<file path="src/rtl/phy_pwr_seq_pkg.sv">
package phy_pwr_seq_pkg;

   typedef enum logic [2:0] {
      PS_IDLE,
      PS_RAMP,
      PS_BOOT,
      PS_READY,
      PS_FAULT,
      PS_DOWN
   } pps_state_e;

endpackage

</file>
<file path="src/rtl/pps_timer.sv">
module pps_timer #(
   parameter int CNT_W = 8
) (
   input  logic             clk_i,
   input  logic             rst_ni,
   input  logic             clr_i,
   output logic [CNT_W-1:0] cnt_o
);

   localparam logic [CNT_W-1:0] CntTop = '1;

   always_ff @(posedge clk_i or negedge rst_ni) begin
      if (!rst_ni) begin
         cnt_o <= '0;
      end else if (clr_i) begin
         cnt_o <= '0;
      end else if (cnt_o != CntTop) begin
         cnt_o <= cnt_o + CNT_W'(1);
      end
   end

endmodule

</file>
<file path="src/rtl/pps_pgood_sync.sv">
module pps_pgood_sync #(
   parameter int N_RAILS   = 3,
   parameter bit USE_PGOOD = 1'b1
) (
   input  logic               clk_i,
   input  logic               rst_ni,
   input  logic [N_RAILS-1:0] pgood_i,
   input  logic [N_RAILS-1:0] rail_en_i,
   output logic [N_RAILS-1:0] pg_o
);

   if (USE_PGOOD) begin : g_sync
      logic [N_RAILS-1:0] meta_q, sync_q;
      always_ff @(posedge clk_i or negedge rst_ni) begin
         if (!rst_ni) begin
            meta_q <= '0;
            sync_q <= '0;
         end else begin
            meta_q <= pgood_i;
            sync_q <= meta_q;
         end
      end
      assign pg_o = sync_q & rail_en_i;
   end else begin : g_nofb
      logic [N_RAILS-1:0] unused_pg;
      assign unused_pg = pgood_i;
      assign pg_o      = rail_en_i;
   end

endmodule

</file>
<file path="src/rtl/pps_fsm.sv">
module pps_fsm
   import phy_pwr_seq_pkg::*;
#(
   parameter int N_RAILS        = 3,
   parameter int CNT_W          = 8,
   parameter int GAP_CYC        = 16,
   parameter int PG_TIMEOUT_CYC = 64,
   parameter int BOOT_CYC       = 32,
   parameter int OFF_GAP_CYC    = 8
) (
   input  logic               clk_i,
   input  logic               rst_ni,
   input  logic               start_i,
   input  logic               pwrdn_i,
   input  logic [N_RAILS-1:0] pg_i,
   input  logic [CNT_W-1:0]   cnt_i,
   output logic               clr_o,
   output logic [N_RAILS-1:0] rail_en_o,
   output logic               phy_rst_no,
   output logic               ready_o,
   output logic               fault_o
);

   localparam int IDX_W = (N_RAILS > 1) ? $clog2(N_RAILS) : 1;
   localparam logic [IDX_W-1:0] LastIdx = IDX_W'(N_RAILS - 1);
   localparam logic [CNT_W-1:0] GapLim  = CNT_W'(GAP_CYC - 1);
   localparam logic [CNT_W-1:0] ToLim   = CNT_W'(PG_TIMEOUT_CYC - 1);
   localparam logic [CNT_W-1:0] BootLim = CNT_W'(BOOT_CYC - 1);
   localparam logic [CNT_W-1:0] OffLim  = CNT_W'(OFF_GAP_CYC - 1);

   pps_state_e         state_q, state_d;
   logic [IDX_W-1:0]   idx_q, idx_d, top_idx;
   logic [N_RAILS-1:0] en_q, en_d;
   logic               rst_q, rst_d, rdy_q, rdy_d, flt_q, flt_d;
   logic               down_req;

   // highest rail still switched on, used while ramping down
   always_comb begin
      top_idx = '0;
      for (int k = 0; k < N_RAILS; k++) begin
         if (en_q[k]) top_idx = IDX_W'(k);
      end
   end

   assign down_req = pwrdn_i && (state_q != PS_IDLE) && (state_q != PS_DOWN);

   always_comb begin
      state_d = state_q;
      idx_d   = idx_q;
      en_d    = en_q;
      rst_d   = rst_q;
      rdy_d   = rdy_q;
      flt_d   = flt_q;
      if (down_req) begin
         state_d = PS_DOWN;
         rst_d   = 1'b0;
         rdy_d   = 1'b0;
         flt_d   = 1'b0;
      end else begin
         case (state_q)
            PS_IDLE: begin
               if (start_i) begin
                  en_d[0] = 1'b1;
                  idx_d   = '0;
                  state_d = PS_RAMP;
               end
            end
            PS_RAMP: begin
               if (pg_i[idx_q] && (cnt_i >= GapLim)) begin
                  if (idx_q == LastIdx) begin
                     rst_d   = 1'b1;
                     state_d = PS_BOOT;
                  end else begin
                     en_d[idx_q + IDX_W'(1)] = 1'b1;
                     idx_d = idx_q + IDX_W'(1);
                  end
               end else if (!pg_i[idx_q] && (cnt_i >= ToLim)) begin
                  flt_d   = 1'b1;
                  state_d = PS_FAULT;
               end
            end
            PS_BOOT: begin
               if (cnt_i >= BootLim) begin
                  rdy_d   = 1'b1;
                  state_d = PS_READY;
               end
            end
            PS_DOWN: begin
               if (en_q == '0) begin
                  state_d = PS_IDLE;
               end else if (cnt_i >= OffLim) begin
                  en_d[top_idx] = 1'b0;
               end
            end
            default: ;
         endcase
      end
   end

   // the shared timer restarts on every step of the sequence
   assign clr_o = (state_d != state_q) || (en_d != en_q);

   always_ff @(posedge clk_i or negedge rst_ni) begin
      if (!rst_ni) begin
         state_q <= PS_IDLE;
         idx_q   <= '0;
         en_q    <= '0;
         rst_q   <= 1'b0;
         rdy_q   <= 1'b0;
         flt_q   <= 1'b0;
      end else begin
         state_q <= state_d;
         idx_q   <= idx_d;
         en_q    <= en_d;
         rst_q   <= rst_d;
         rdy_q   <= rdy_d;
         flt_q   <= flt_d;
      end
   end

   assign rail_en_o  = en_q;
   assign phy_rst_no = rst_q;
   assign ready_o    = rdy_q;
   assign fault_o    = flt_q;

endmodule

</file>
<file path="src/rtl/phy_pwr_seq.sv">
module phy_pwr_seq #(
   parameter int N_RAILS        = 3,
   parameter bit USE_PGOOD      = 1'b1,
   parameter int GAP_CYC        = 25000,
   parameter int PG_TIMEOUT_CYC = 250000,
   parameter int BOOT_CYC       = 500000,
   parameter int OFF_GAP_CYC    = 2500
) (
   input  logic               clk_i,
   input  logic               rst_ni,
   input  logic               start_i,
   input  logic               pwrdn_i,
   input  logic [N_RAILS-1:0] pgood_i,
   output logic [N_RAILS-1:0] rail_en_o,
   output logic               phy_rst_no,
   output logic               mgmt_ready_o,
   output logic               fault_o
);

   localparam int MaxA  = (GAP_CYC > PG_TIMEOUT_CYC) ? GAP_CYC : PG_TIMEOUT_CYC;
   localparam int MaxB  = (BOOT_CYC > OFF_GAP_CYC) ? BOOT_CYC : OFF_GAP_CYC;
   localparam int MaxC  = (MaxA > MaxB) ? MaxA : MaxB;
   localparam int CNT_W = $clog2(MaxC + 1);

   if (N_RAILS < 2) begin : g_bad_rails
      $error("phy_pwr_seq: at least two rails are required");
   end
   if ((GAP_CYC < 1) || (BOOT_CYC < 1) || (OFF_GAP_CYC < 1)) begin : g_bad_delay
      $error("phy_pwr_seq: delays must be at least one cycle");
   end
   if (PG_TIMEOUT_CYC <= GAP_CYC) begin : g_bad_timeout
      $error("phy_pwr_seq: power-good timeout must exceed the rail gap");
   end

   logic [N_RAILS-1:0] pg_s;
   logic [CNT_W-1:0]   cnt;
   logic               clr;

   pps_pgood_sync #(
      .N_RAILS  (N_RAILS),
      .USE_PGOOD(USE_PGOOD)
   ) u_sync (
      .clk_i    (clk_i),
      .rst_ni   (rst_ni),
      .pgood_i  (pgood_i),
      .rail_en_i(rail_en_o),
      .pg_o     (pg_s)
   );

   pps_timer #(
      .CNT_W(CNT_W)
   ) u_timer (
      .clk_i (clk_i),
      .rst_ni(rst_ni),
      .clr_i (clr),
      .cnt_o (cnt)
   );

   pps_fsm #(
      .N_RAILS       (N_RAILS),
      .CNT_W         (CNT_W),
      .GAP_CYC       (GAP_CYC),
      .PG_TIMEOUT_CYC(PG_TIMEOUT_CYC),
      .BOOT_CYC      (BOOT_CYC),
      .OFF_GAP_CYC   (OFF_GAP_CYC)
   ) u_fsm (
      .clk_i     (clk_i),
      .rst_ni    (rst_ni),
      .start_i   (start_i),
      .pwrdn_i   (pwrdn_i),
      .pg_i      (pg_s),
      .cnt_i     (cnt),
      .clr_o     (clr),
      .rail_en_o (rail_en_o),
      .phy_rst_no(phy_rst_no),
      .ready_o   (mgmt_ready_o),
      .fault_o   (fault_o)
   );

endmodule

</file>
<file path="config.mk">
export PLATFORM = sky130hd
export DESIGN_NAME = phy_pwr_seq
export DESIGN_NICKNAME = d
export VERILOG_FILES = /design/src/rtl/phy_pwr_seq_pkg.sv /design/src/rtl/pps_timer.sv /design/src/rtl/pps_pgood_sync.sv /design/src/rtl/pps_fsm.sv /design/src/rtl/phy_pwr_seq.sv
export SDC_FILE = /design/constraint.sdc
export NUM_CORES = 1
export LEC_CHECK = 0
export BUFFER_PORTS_ARGS = -buffer_cell sky130_fd_sc_hd__buf_2
export CAP_MARGIN = 20
export CORE_MARGIN = 8
export CORE_UTILIZATION = 61
export DETAILED_ROUTE_END_ITERATION = 8
export PLACE_DENSITY = 0.78
export SLEW_MARGIN = 20
export SYNTH_ARGS = -nofsm -noshare
export SYNTH_HDL_FRONTEND = slang
export SYNTH_SLANG_ARGS = --single-unit
</file>
<file path="constraint.sdc">
create_clock -name clk_i -period 3.1 [get_ports clk_i]
set_clock_uncertainty 0.2 [all_clocks]
set_input_delay 0.62 -clock clk_i [delete_from_list [all_inputs] [get_ports clk_i]]
set_output_delay 0.62 -clock clk_i [all_outputs]
set_load 0.005 [all_outputs]
</file>
# Word-level counts from Yosys, hierarchy flattened
# Cells that the tools add are included.
[totals]
wordCells = 101
regBits = 36
[op_classes]
reduce_logical = 23
n_bitwise = 5
mux = 41
order_cmp = 9
eq_ne = 12
addsub = 2
[ops]
columns = ["cell", "count"]
rows = [
  ["$mux 19", 2],
  ["$mux 3", 12],
  ["$add 19x1->19 const B", 1],
  ["$ge 19x12->1 const B", 1],
  ["$ge 19x15->1 const B", 1],
  ["$ge 19x18->1 const B", 1],
  ["$ge 19x19->1 const B", 1],
  ["$ne 19x19->1 const B", 1],
  ["$mux 1", 16],
  ["$reduce_bool 2->1", 8],
  ["$pmux 3 s4", 1],
  ["$lt 2x3->1 const B", 3],
  ["$mux 2", 4],
  ["$pmux 2 s2", 2],
  ["$and 3x3->3", 2],
  ["$logic_and 1x1->1", 6],
  ["$logic_not 3->1", 2],
  ["$ne 3x3->1", 2],
  ["$reduce_and 3->1", 2],
  ["$reduce_and 5->1", 1],
  ["$demux 1 s2", 2],
  ["$ge 2x1->1 const B", 2],
  ["$ne 2x1->1 const B", 2],
  ["$ne 2x2->1 const B", 2],
  ["other kinds (15)", 15],
]

# Longest topological paths before layout
# Gate-level depths: netlist of the first run.
[logic_depth]
ltp_word = 15
mapped_depth = 9

# Modules after synthesis
# From an unflattened synthesis of the first run, not the netlist that was laid out.
[unflattened]
hier_cells = 261
area_unflattened_um2 = 2348.5
[modules_own_cells]
columns = ["mod", "instances", "area_per_inst_um2", "cells_per_inst"]
rows = [
  ["pps_timer", 1, 1181.1, 120],
  ["pps_fsm", 1, 998.5, 132],
  ["pps_pgood_sync", 1, 168.9, 9],
]

# Worst setup path before layout of the first run
# Ideal clock, no wire load.
[synth_path]
kind = "reg2reg"
start = "register u_timer.cnt_o[11]"
end = "register u_timer.cnt_o[11]"
arrival_ns = 2.190
setup_time_ns = 0.123
n_path_buf = 2
path_slack_ns = 0.587
path_stages_with_launch = 9
path_cell_list = "dfrtp_1 buf_6 or4_4 or4_4 o211ai_2 a21oi_2 o21ai_4 buf_12 nor3b_2"
[synth_via]
elab_chain_cells = 9
[synth_lines]
columns = ["item", "line_no", "text"]
rows = [
  ["from (decl)", "pps_timer.sv:7", "output logic [CNT_W-1:0] cnt_o"],
  ["from (signal assigned)", "pps_timer.sv:18", "cnt_o <= cnt_o + CNT_W'(1);"],
  ["$ge 19x18->1", "pps_fsm.sv:77", "end else if (!pg_i[idx_q] && (cnt_i >= ToLim)) begin"],
  ["$logic_and 1x1->1", "pps_fsm.sv:77", ""],
  ["$mux 3", "pps_fsm.sv:77", ""],
  ["$mux 3", "pps_fsm.sv:69", "if (pg_i[idx_q] && (cnt_i >= GapLim)) begin"],
  ["$pmux 3 s4", "pps_fsm.sv:60", "case (state_q)"],
  ["$mux 3", "pps_fsm.sv:54", "if (down_req) begin"],
  ["$ne 3x3->1", "pps_fsm.sv:101", "assign clr_o = (state_d != state_q) || (en_d != en_q);"],
  ["$logic_or 1x1->1", "pps_fsm.sv:101", ""],
  ["$mux 19 or $reduce_bool 2->1 (tied branches)", "-", ""],
]
# Several ways; a longest one is shown, not always the timed one. The select of a mux whose other input is x is not followed.
# A chain may end at the register's enable or synchronous reset.

# Worst setup path in the final report of the first run
[layout_path]
start = "register u_timer.cnt_o[15]"
end = "register u_timer.cnt_o[5]"
# The elaborated chain is that of the path after synthesis.

==> results of run 1 <==
flip-flops by register name (all words and copies together) (netlist names):
| register | flops |
|---|---|
| u_sync.g_sync.meta_q | 3 |
| u_timer.cnt_o | 19 |
| u_fsm.idx_q | 2 |
| u_fsm.state_q | 3 |
| u_fsm.ready_o | 1 |
| u_sync.g_sync.sync_q | 3 |
| u_fsm.fault_o | 1 |
| u_fsm.rail_en_o | 3 |
| u_fsm.phy_rst_no | 1 |
how the worst min path moves through the flow:
stage / end / start / cells after the start
final: u_sync.g_sync.sync_q[1] / u_sync.g_sync.meta_q[1] / 0
after global routing: u_sync.g_sync.sync_q[1] / u_sync.g_sync.meta_q[1] / 0
after CTS: u_sync.g_sync.sync_q[1] / u_sync.g_sync.meta_q[1] / 0
after detailed placement: u_sync.g_sync.sync_q[1] / u_sync.g_sync.meta_q[1] / 0
after global placement: u_sync.g_sync.sync_q[1] / u_sync.g_sync.meta_q[1] / 0
after floorplan: u_fsm.fault_o / rst_ni / 0
per-stage QoR:
| stage | hold WS (ns) | utilization | total power [mW] |
|---|---|---|---|
| after floorplan | 0.124 | - | 0.936 |
| after global placement | 0.131 | 0.651 | 0.987 |
| after detailed placement | 0.136 | 0.651 | 1.00 |
| after CTS | 0.154 | 0.675 | 1.34 |
| after global routing | 0.163 | 0.675 | 1.40 |
| final | 0.154 | 0.675 | 1.32 |
power breakdown:
part	total (mW)	switching, mW	internal (mW)
Sequential	0.587	0.0828	0.504
Combinational	0.404	0.236	0.168
Clock	0.329	0.173	0.156
Total	1.32	0.492	0.829
worst register-to-register path, cell delays in order (launching register included):
cell and delay [ns]:
dfrtp_1 0.47, or4_1 0.58, a211oi_1 0.30, nand2_1 0.13, o21ai_1 0.20, or3_1 0.44
nor3b_1 0.27
cells in the mapped netlist (3+ instances only):
cell and number:
xnor2_1 12, inv_1 8, nor3b_2 10, o21ai_0 12
clkbuf_1 9, nor2b_1 4, a31oi_1 7, nor3_1 5
xor2_1 3, dfrtp_1 36, and2_1 3, nand4_1 10
a311oi_1 3, a21oi_1 9, ha_1 3, or3_1 4
and4_1 3, nor3b_1 9, and3_1 9, nand3_1 12
nor2_1 16, nand2_1 12, buf_2 6
metal layers:
layer  vias to the layer above  share of wire  wire length [µm]  GRT usage
li1                        941              -                 -          -
met1                       952           0.43              2160      0.202
met2                        47           0.50              2540      0.283
met3                        12          0.044               222     0.0342
met4                         0          0.025               125      0.102
met5                         -              0                 0          0
logic make-up after synthesis:
group | after synthesis | share of synthesized area
xor+xnor | 15 | 0.0558
simple gates | 115 | 0.318
buf+inv | 25 | 0.0531
fa+ha+maj | 3 | 0.0159
flops | 36 | 0.383
mux | 2 | 0.00850
compound gates | 55 | 0.166
layout make-up:
class / count / area [µm²] / share of cell area
Sequential cell: 36 / 901 / 0.362
Multi-Input combinational cell: 190 / 1330 / 0.534
Tap cell: 48 / 60.1 / 0.0241
Clock buffer: 5 / 68.8 / 0.0276
Timing Repair Buffer: 15 / 82.6 / 0.0332
Clock inverter: 3 / 18.8 / 0.00754
Inverter: 8 / 30.0 / 0.0121
==> results.ini, run 1 <==
[cts]
post_cts_resized=0
clock_latency_ns=0.30
cts_sinks=36
ctsHoldBuffers=0
cts_buffer_depth=2
cts.reportedPaths.clkPinSlew_ns=0.08
htreeDepth=2
post_cts_buffers=0
clock-root-buffer=clkbuf_8
cts_tree=yes
numCtsBuffers=5

[worst_setup_path]
cp_max_fo=19
ff2ff_setup_slack_ns=0.42
endpoint=u_timer.cnt_o[5]
worst-path-stages=6
criticalPathCategory=flop to flop
slowest_stage=or4_1
end_kind=flop
r2r_end=u_timer.cnt_o[5]
worstReg2RegStart=u_timer.cnt_o[15]
cp.required_ns=3.10
crit_path_max_incr_delay_ns=0.58
cp_top_family=simple AND/OR/NAND/NOR gates
ff2ff_path_depth=6
cp-startpoint=u_timer.cnt_o[15]
crit_path_start_kind=flop
crit_path_cell_trace=or4_1, a211oi_1, nand2_1, o21ai_1, or3_1, nor3b_1
crit_arrival_ns=2.68
path_buf_inv=0

[sta]
drv_slew=0
slew_headroom=0.482
hold_viol_final=0
period_share=0.864
setup_ws_ns=0.421
fin_tns_setup_ns=0
tightest_slew_ns=0.777
clock.fmax_mhz=373
grt_setup_unrepaired=no
min_period_ns=2.68
setup_viol=0

[run]
cap_violations=0

[synthesis]
synth_area_leaders=dfrtp_1, nor3b_2, xnor2_1
synth.largest_area_cell=dfrtp_1
synth_seq_cells=36
synth_nets=261
syn-instance-count=251
dominantRegCellSynth=dfrtp_1
synth_seq_area_share=0.383
synth_top_area_share=0.383
synthDistinctLibCells=59
synth.avg_cell_area_um2=9.38
netlist_area_um2=2350
synth-async-reset-ratio=1.00
synth_edf_count=0
yosysWarnings=0

[grt]
grt_max_degree=37
grt_pass1_vias=1872
grt_pass1_wl_um=8510
grt-ovfl-total=0
track_usage=0.172
antenna_found_initial=0

[detailed_routing]
vias=1952
drc_errors=0
wl_um=5050
drt_iter0_markers=125
wl_per_cell_um=16.5
drtPass1Iterations=4
vias_per_cell=6.40
ant_nets=0

[finish]
area_growth_pct=5.74
finalNonFillerCells=305
final_common_cell=dfrtp_1
drive_gt1_frac=0.171
nFillCells=308
final_cell_mix=dfrtp_1, nor2_1
final_area_um2=2490
diodes=0
finalNetCount=266

[placement]
post_dp_cell_area_um2=2400
place_congestion=0.912
io_buffers=12
place_inst=297
dpl.hpwl_um=3650
place_ws_ns=0.425

[run_status]
status=complete, no violations

[floorplan]
core_area_um2=3690
die_h_um=78.1
initial_utilization=0.638
rows=22
die_area_um2=6100
die_w_um=78.1
io_pins=13

[worst_hold_path]
hp-class=flop to flop

[power]
irDropWorstVdd_mv=0.419
powerDensity_nw_per_um2=530
leakage_nw=1.08

(Power assumes the default switching activity.)
==> inputs of run 2 (changes only) <==
--- a/config.mk
+++ b/config.mk
@@ -11,6 +11,7 @@
 export CORE_UTILIZATION = 61
 export DETAILED_ROUTE_END_ITERATION = 8
 export PLACE_DENSITY = 0.78
+export RECOVER_POWER = 100
 export SLEW_MARGIN = 20
 export SYNTH_ARGS = -nofsm -noshare
 export SYNTH_HDL_FRONTEND = slang
==> run 2 against run 1 <==
Effect of this change:
- the run now ends with max-capacitance violations, max-slew violations left
- non-clock buffer count is the same
- maximum frequency shrank 3.8%
- hold slack is essentially flat
- via count shrank 0.41%
- power shrank 1.4%
- sequential power is essentially flat
- core utilization shrank 1.8 points
- setup slack lost 0.10 ns
- clock-buffer cell count is the same
- critical path type unchanged
- largest cell class unchanged
==> results.ini, run 2 (synthesis gave the netlist of run 1 again) <==
[cts]
post_cts_resized=0
cts_buffer_depth=2
cts_sinks=36
numCtsBuffers=5
clock-root-buffer=clkbuf_8
post_cts_buffers=0
cts.reportedPaths.clkPinSlew_ns=0.08
htreeDepth=2
cts_tree=yes
clock_latency_ns=0.30
ctsHoldBuffers=0

[power]
powerDensity_nw_per_um2=537
leakage_nw=1.04
irDropWorstVdd_mv=0.419

[worst_setup_path]
crit_path_max_incr_delay_ns=0.58
path_buf_inv=0
criticalPathCategory=flop to flop
end_kind=flop
slowest_stage=or4_1
crit_arrival_ns=2.79
cp_max_fo=19
cp_top_family=simple AND/OR/NAND/NOR gates
crit_path_cell_trace=or4_1, a211oi_1, nand2_1, o21ai_0, or3_1, nor3b_1
crit_path_start_kind=flop
cp.required_ns=3.10

[run]
cap_violations=1

[grt]
antenna_found_initial=0
grt-ovfl-total=0
grt_pass1_wl_um=8510
grt_pass1_vias=1872
track_usage=0.172
grt_max_degree=37

[floorplan]
die_area_um2=6100
core_area_um2=3690
die_w_um=78.1
rows=22
die_h_um=78.1
initial_utilization=0.638
io_pins=13

[detailed_routing]
vias=1944
vias_per_cell=6.37
wl_per_cell_um=16.7
drt_iter0_markers=121
ant_nets=0
wl_um=5100
drtPass1Iterations=4
drc_errors=0

[sta]
grt_setup_unrepaired=no
slew_headroom=-0.271
fin_tns_setup_ns=0
clock.fmax_mhz=359
min_period_ns=2.78
drv_slew=37
tightest_slew_ns=1.91
period_share=0.898
hold_viol_final=0
setup_viol=0

[finish]
final_common_cell=dfrtp_1
finalNetCount=266
area_growth_pct=2.92
drive_gt1_frac=0.105
regMostFlops=u_timer.cnt_o
largest_reg_flops=19
final_cell_mix=dfrtp_1, nor3b_1, nor2_1
diodes=0
final_area_um2=2420

[run_status]
violations=max-capacitance violations, max-slew violations
status=finished with violations

[placement]
place_congestion=0.912
io_buffers=12
dpl.hpwl_um=3650
post_dp_cell_area_um2=2400

[worst_hold_path]
hp-class=flop to flop

==> run 2: changes by cell type in the layout (fill, tap and decap cells not counted) <==
cell / delta
or4_4: -2
nor3b_1: +10
buf_2: -4
nor3b_2: -10
o21ai_0: +1
buf_4: -1
clkbuf_1: +5
or4_1: +2
o21ai_1: -1
==> run 2: final cells by class <==
type | count | area [µm²]
multi-input cells | 190 | 1270
repair buffers | 15 | 73.8
clock buffers | 5 | 68.8
well taps | 48 | 60.1
flip-flops and latches | 36 | 901
inverters | 8 | 30.0
fillers | 323 | 1260
clock inverters | 3 | 18.8
==> run 2: worst paths after layout <==
path / start / endpoint / slack [ns] / cells past startpoint
max: u_timer.cnt_o[15] / u_timer.cnt_o[5] / 0.32 / 6
min: u_sync.g_sync.meta_q[1] / u_sync.g_sync.sync_q[1] / 0.15 / 0
max reg2reg: u_timer.cnt_o[15] / u_timer.cnt_o[5] / 0.32 / 6
min reg2reg: u_sync.g_sync.meta_q[1] / u_sync.g_sync.sync_q[1] / 0.15 / 0
max in group asynchronous: rst_ni / u_timer.cnt_o[15] / 0.96 / 1
min in group asynchronous: rst_ni / u_timer.cnt_o[2] / 0.65 / 1
==> run 2: power breakdown <==
part | total, mW | leakage, nW | switching [mW] | internal, mW
clock | 0.330 | 0.0479 | 0.174 | 0.156
sequential | 0.588 | 0.480 | 0.0839 | 0.504
combinational | 0.384 | 0.515 | 0.220 | 0.164
total | 1.30 | 1.04 | 0.478 | 0.824
==> run 2: stage by stage <==
step,hold slack (ns),utilization,power (mW),std cells,setup slack [ns]
4_1_cts,0.154,0.675,1.34,305,0.395
3_5_place_dp,0.136,0.651,1.00,297,0.425
5_1_grt,0.163,0.657,1.38,305,0.121
2_1_floorplan,0.124,-,0.936,251,0.587
3_3_place_gp,0.131,0.651,0.987,297,0.473
6_report,0.154,0.657,1.30,305,0.317
==> run 2: layer usage <==
metal	GRT usage	vias up	wire (µm)
li1	-	941	-
met1	0.202	941	2210
met2	0.283	53	2520
met3	0.0342	9	255
met4	0.102	0	108
met5	0	-	0
==> inputs of run 3 (changes only) <==
--- a/config.mk
+++ b/config.mk
@@ -7,7 +7,7 @@
 export LEC_CHECK = 0
 export BUFFER_PORTS_ARGS = -buffer_cell sky130_fd_sc_hd__buf_2
 export CAP_MARGIN = 20
-export CORE_MARGIN = 8
+export CORE_MARGIN = 5
 export CORE_UTILIZATION = 61
 export DETAILED_ROUTE_END_ITERATION = 8
 export PLACE_DENSITY = 0.78
@@ -15,4 +15,5 @@
 export SLEW_MARGIN = 20
 export SYNTH_ARGS = -nofsm -noshare
 export SYNTH_HDL_FRONTEND = slang
+export SYNTH_HIERARCHICAL = 1
 export SYNTH_SLANG_ARGS = --single-unit
==> run 3 against run 2 <==
Effect of this change:
- setup slack worse by 0.25 ns
- die area is 15% lower
- flip-flop and latch count stayed put
- power is 4.4% lower
- largest cell class unchanged
- combinational power is 10% lower
- cell count is 14% higher
- synthesized area is 0.27% lower
- via count is 14% higher
- synthesized cell count is 4.0% higher
- critical endpoint is now u_timer/cnt_o[2]
- the flow still finishes with violations (max-capacitance violations, max-slew violations)
- cell area is 15% higher
- wire length is 16% higher
==> results.ini, run 3 <==
[run_status]
status=finished with violations
violations=max-capacitance violations, max-slew violations

[sta]
min_period_ns=3.04
grt_setup_unrepaired=yes
period_share=0.980
slew_headroom=-0.317
setup_viol=0
clock.fmax_mhz=329
setup_ws_ns=0.0621
hold_viol_final=0
fin_tns_setup_ns=0
tightest_slew_ns=1.98
drv_slew=37

[worst_setup_path]
crit_arrival_ns=3.04
slowest_stage=or4_4
crit_path_cell_trace=or4_4, o41ai_2, nand3_1, a221o_1, a31o_1, buf_6, or2b_1, nor3_2, nand3_1, o211ai_1
crit_top_cell=nand3_1
ff2ff_path_depth=10
crit_path_start_kind=flop
criticalPathCategory=flop to flop
end_kind=flop
cp_max_fo=5
crit_path_max_incr_delay_ns=0.54
cp.required_ns=3.10

[cts]
cts_sinks=36
htreeDepth=2
clock-root-buffer=clkbuf_8
ctsHoldBuffers=0
cts_buffer_depth=2
cts_tree=yes
clock_latency_ns=0.29
numCtsBuffers=5
cts.reportedPaths.clkPinSlew_ns=0.07

[placement]
dpl.hpwl_um=4120
place_ws_ns=0.0799
place_congestion=0.897
io_buffers=12

[synthesis]
synthDistinctLibCells=64
syn-instance-count=261
netlist_area_um2=2350
synth_top_area_share=0.384
synth_nets=271
synth-async-reset-ratio=1.00
synthTopCellsByCount=dfrtp_1, nor2_1, a21oi_1, nand2_1, nand3_1
yosysWarnings=6
synth.largest_area_cell=dfrtp_1
synth_edf_count=0
synth_seq_cells=36
synth.avg_cell_area_um2=9.00
synth_seq_area_share=0.384
yosysMostFrequentCell=dfrtp_1
dominantRegCellSynth=dfrtp_1
synth_area_leaders=dfrtp_1, nor2_1, a21oi_1

[worst_hold_path]
hp-class=flop to flop
min_path_cells=0

[detailed_routing]
drt_iter0_markers=161
drtPass1Iterations=5
vias=2224
wl_um=5900
drc_errors=0
ant_nets=0
vias_per_cell=6.37
wl_per_cell_um=16.9

[grt]
antenna_found_initial=0
grt_pass1_vias=2105
busiest_layer=met2
grt-ovfl-total=0
met2_usage=0.403
grt_max_degree=37
grt_pass1_wl_um=9800
track_usage=0.239
grt_util_met3=0.0526
gr-usage-met1=0.308

[finish]
final_common_cell=dfrtp_1
regMostFlops=u_timer/cnt_o
area_growth_pct=18.3
diodes=0
finalNetCount=310
final_cell_mix=dfrtp_1, buf_4, nor2_1
drive_gt1_frac=0.262
largest_reg_flops=19

[power]
totalPowerFinal_mw=1.24
powerDensity_nw_per_um2=448
leakage_nw=1.20
irDropWorstVdd_mv=0.482

[floorplan]
die_h_um=72.1
initial_utilization=0.637
io_pins=13
die_w_um=72.1
core_area_um2=3690
die_area_um2=5190
rows=22

[run]
cap_violations=1

-- run 3: cell count changes after synthesis, sizes merged, moves of 5 or more --
cell / delta
a21oi: +7
and3: -5
buf: -5
mux2: +5
nand2b: +7
nor2: +8
nor3: +7
nor3b: -19
xnor2: -12
-- run 3: power by group --
part           leakage (nW)  internal (mW)  switching, mW
Sequential            0.450          0.517         0.0411
Combinational         0.696          0.157          0.188
Clock                0.0510          0.177          0.165
-- run 3: cell type report --
| type | instances | area [µm²] |
|---|---|---|
| multi-input cells | 205 | 1410 |
| fillers | 278 | 910 |
| flip-flops and latches | 36 | 907 |
| repair buffers | 42 | 274 |
| clock buffers | 6 | 82.6 |
| well taps | 48 | 60.1 |
| inverters | 10 | 37.5 |
| clock inverters | 2 | 10.0 |
-- run 3: timing repair --
action                     CTS  global route
setup endpoints to repair    0             9
gates resized for setup      0            18
buffers inserted             0             3
-- run 3: final timing paths --
path | end | start | slack, ns
worst max register to register | u_timer/cnt_o[2] | u_timer/cnt_o[14] | 0.06
worst min register to register | u_sync/g_sync.sync_q[2] | u_sync/g_sync.meta_q[2] | 0.15
min in group asynchronous | u_timer/cnt_o[0] | rst_ni | 0.68
worst max-delay path | u_timer/cnt_o[2] | u_timer/cnt_o[14] | 0.06
worst min-delay path | u_sync/g_sync.sync_q[2] | u_sync/g_sync.meta_q[2] | 0.15
max in group asynchronous | u_timer/cnt_o[16] | rst_ni | 0.73
-- run 3: kinds of logic (layout without fill, tap and decap cells) --
kind of cell	after synthesis	in the layout	share of synthesized area
compound gates	71	71	0.211
xor+xnor	2	2	0.00746
fa+ha+maj	3	3	0.0160
buf+inv	20	60	0.0400
flops	36	36	0.384
mux	7	7	0.0341
simple gates	122	122	0.308
-- run 3: layer usage --
layer / routed length, µm / vias to the layer above
met2: 2990 / 96
met1: 2420 / 1049
met5: 0 / -
met4: 98 / 0
met3: 386 / 12
li1: - / 1067
-- run 3: through the flow --
stage / hold WS, ns / utilization / cells / area [µm²]
floorplan: 0.124 / - / 261 / 2350
CTS: 0.151 / 0.734 / 346 / 2710
global placement: 0.135 / 0.709 / 338 / 2620
global route: 0.160 / 0.753 / 349 / 2780
detailed placement: 0.135 / 0.709 / 338 / 2620
finish: 0.149 / 0.753 / 349 / 2780
-- run 3: worst max-delay path: cells and delay by family, from the launching register on --
family / cells / cell delay (ns)
AND/OR/NAND/NOR: 5 / 1.24
AO/OA/AOI/OAI: 4 / 0.99
flip-flops: 1 / 0.38
buffers and inverters: 1 / 0.13
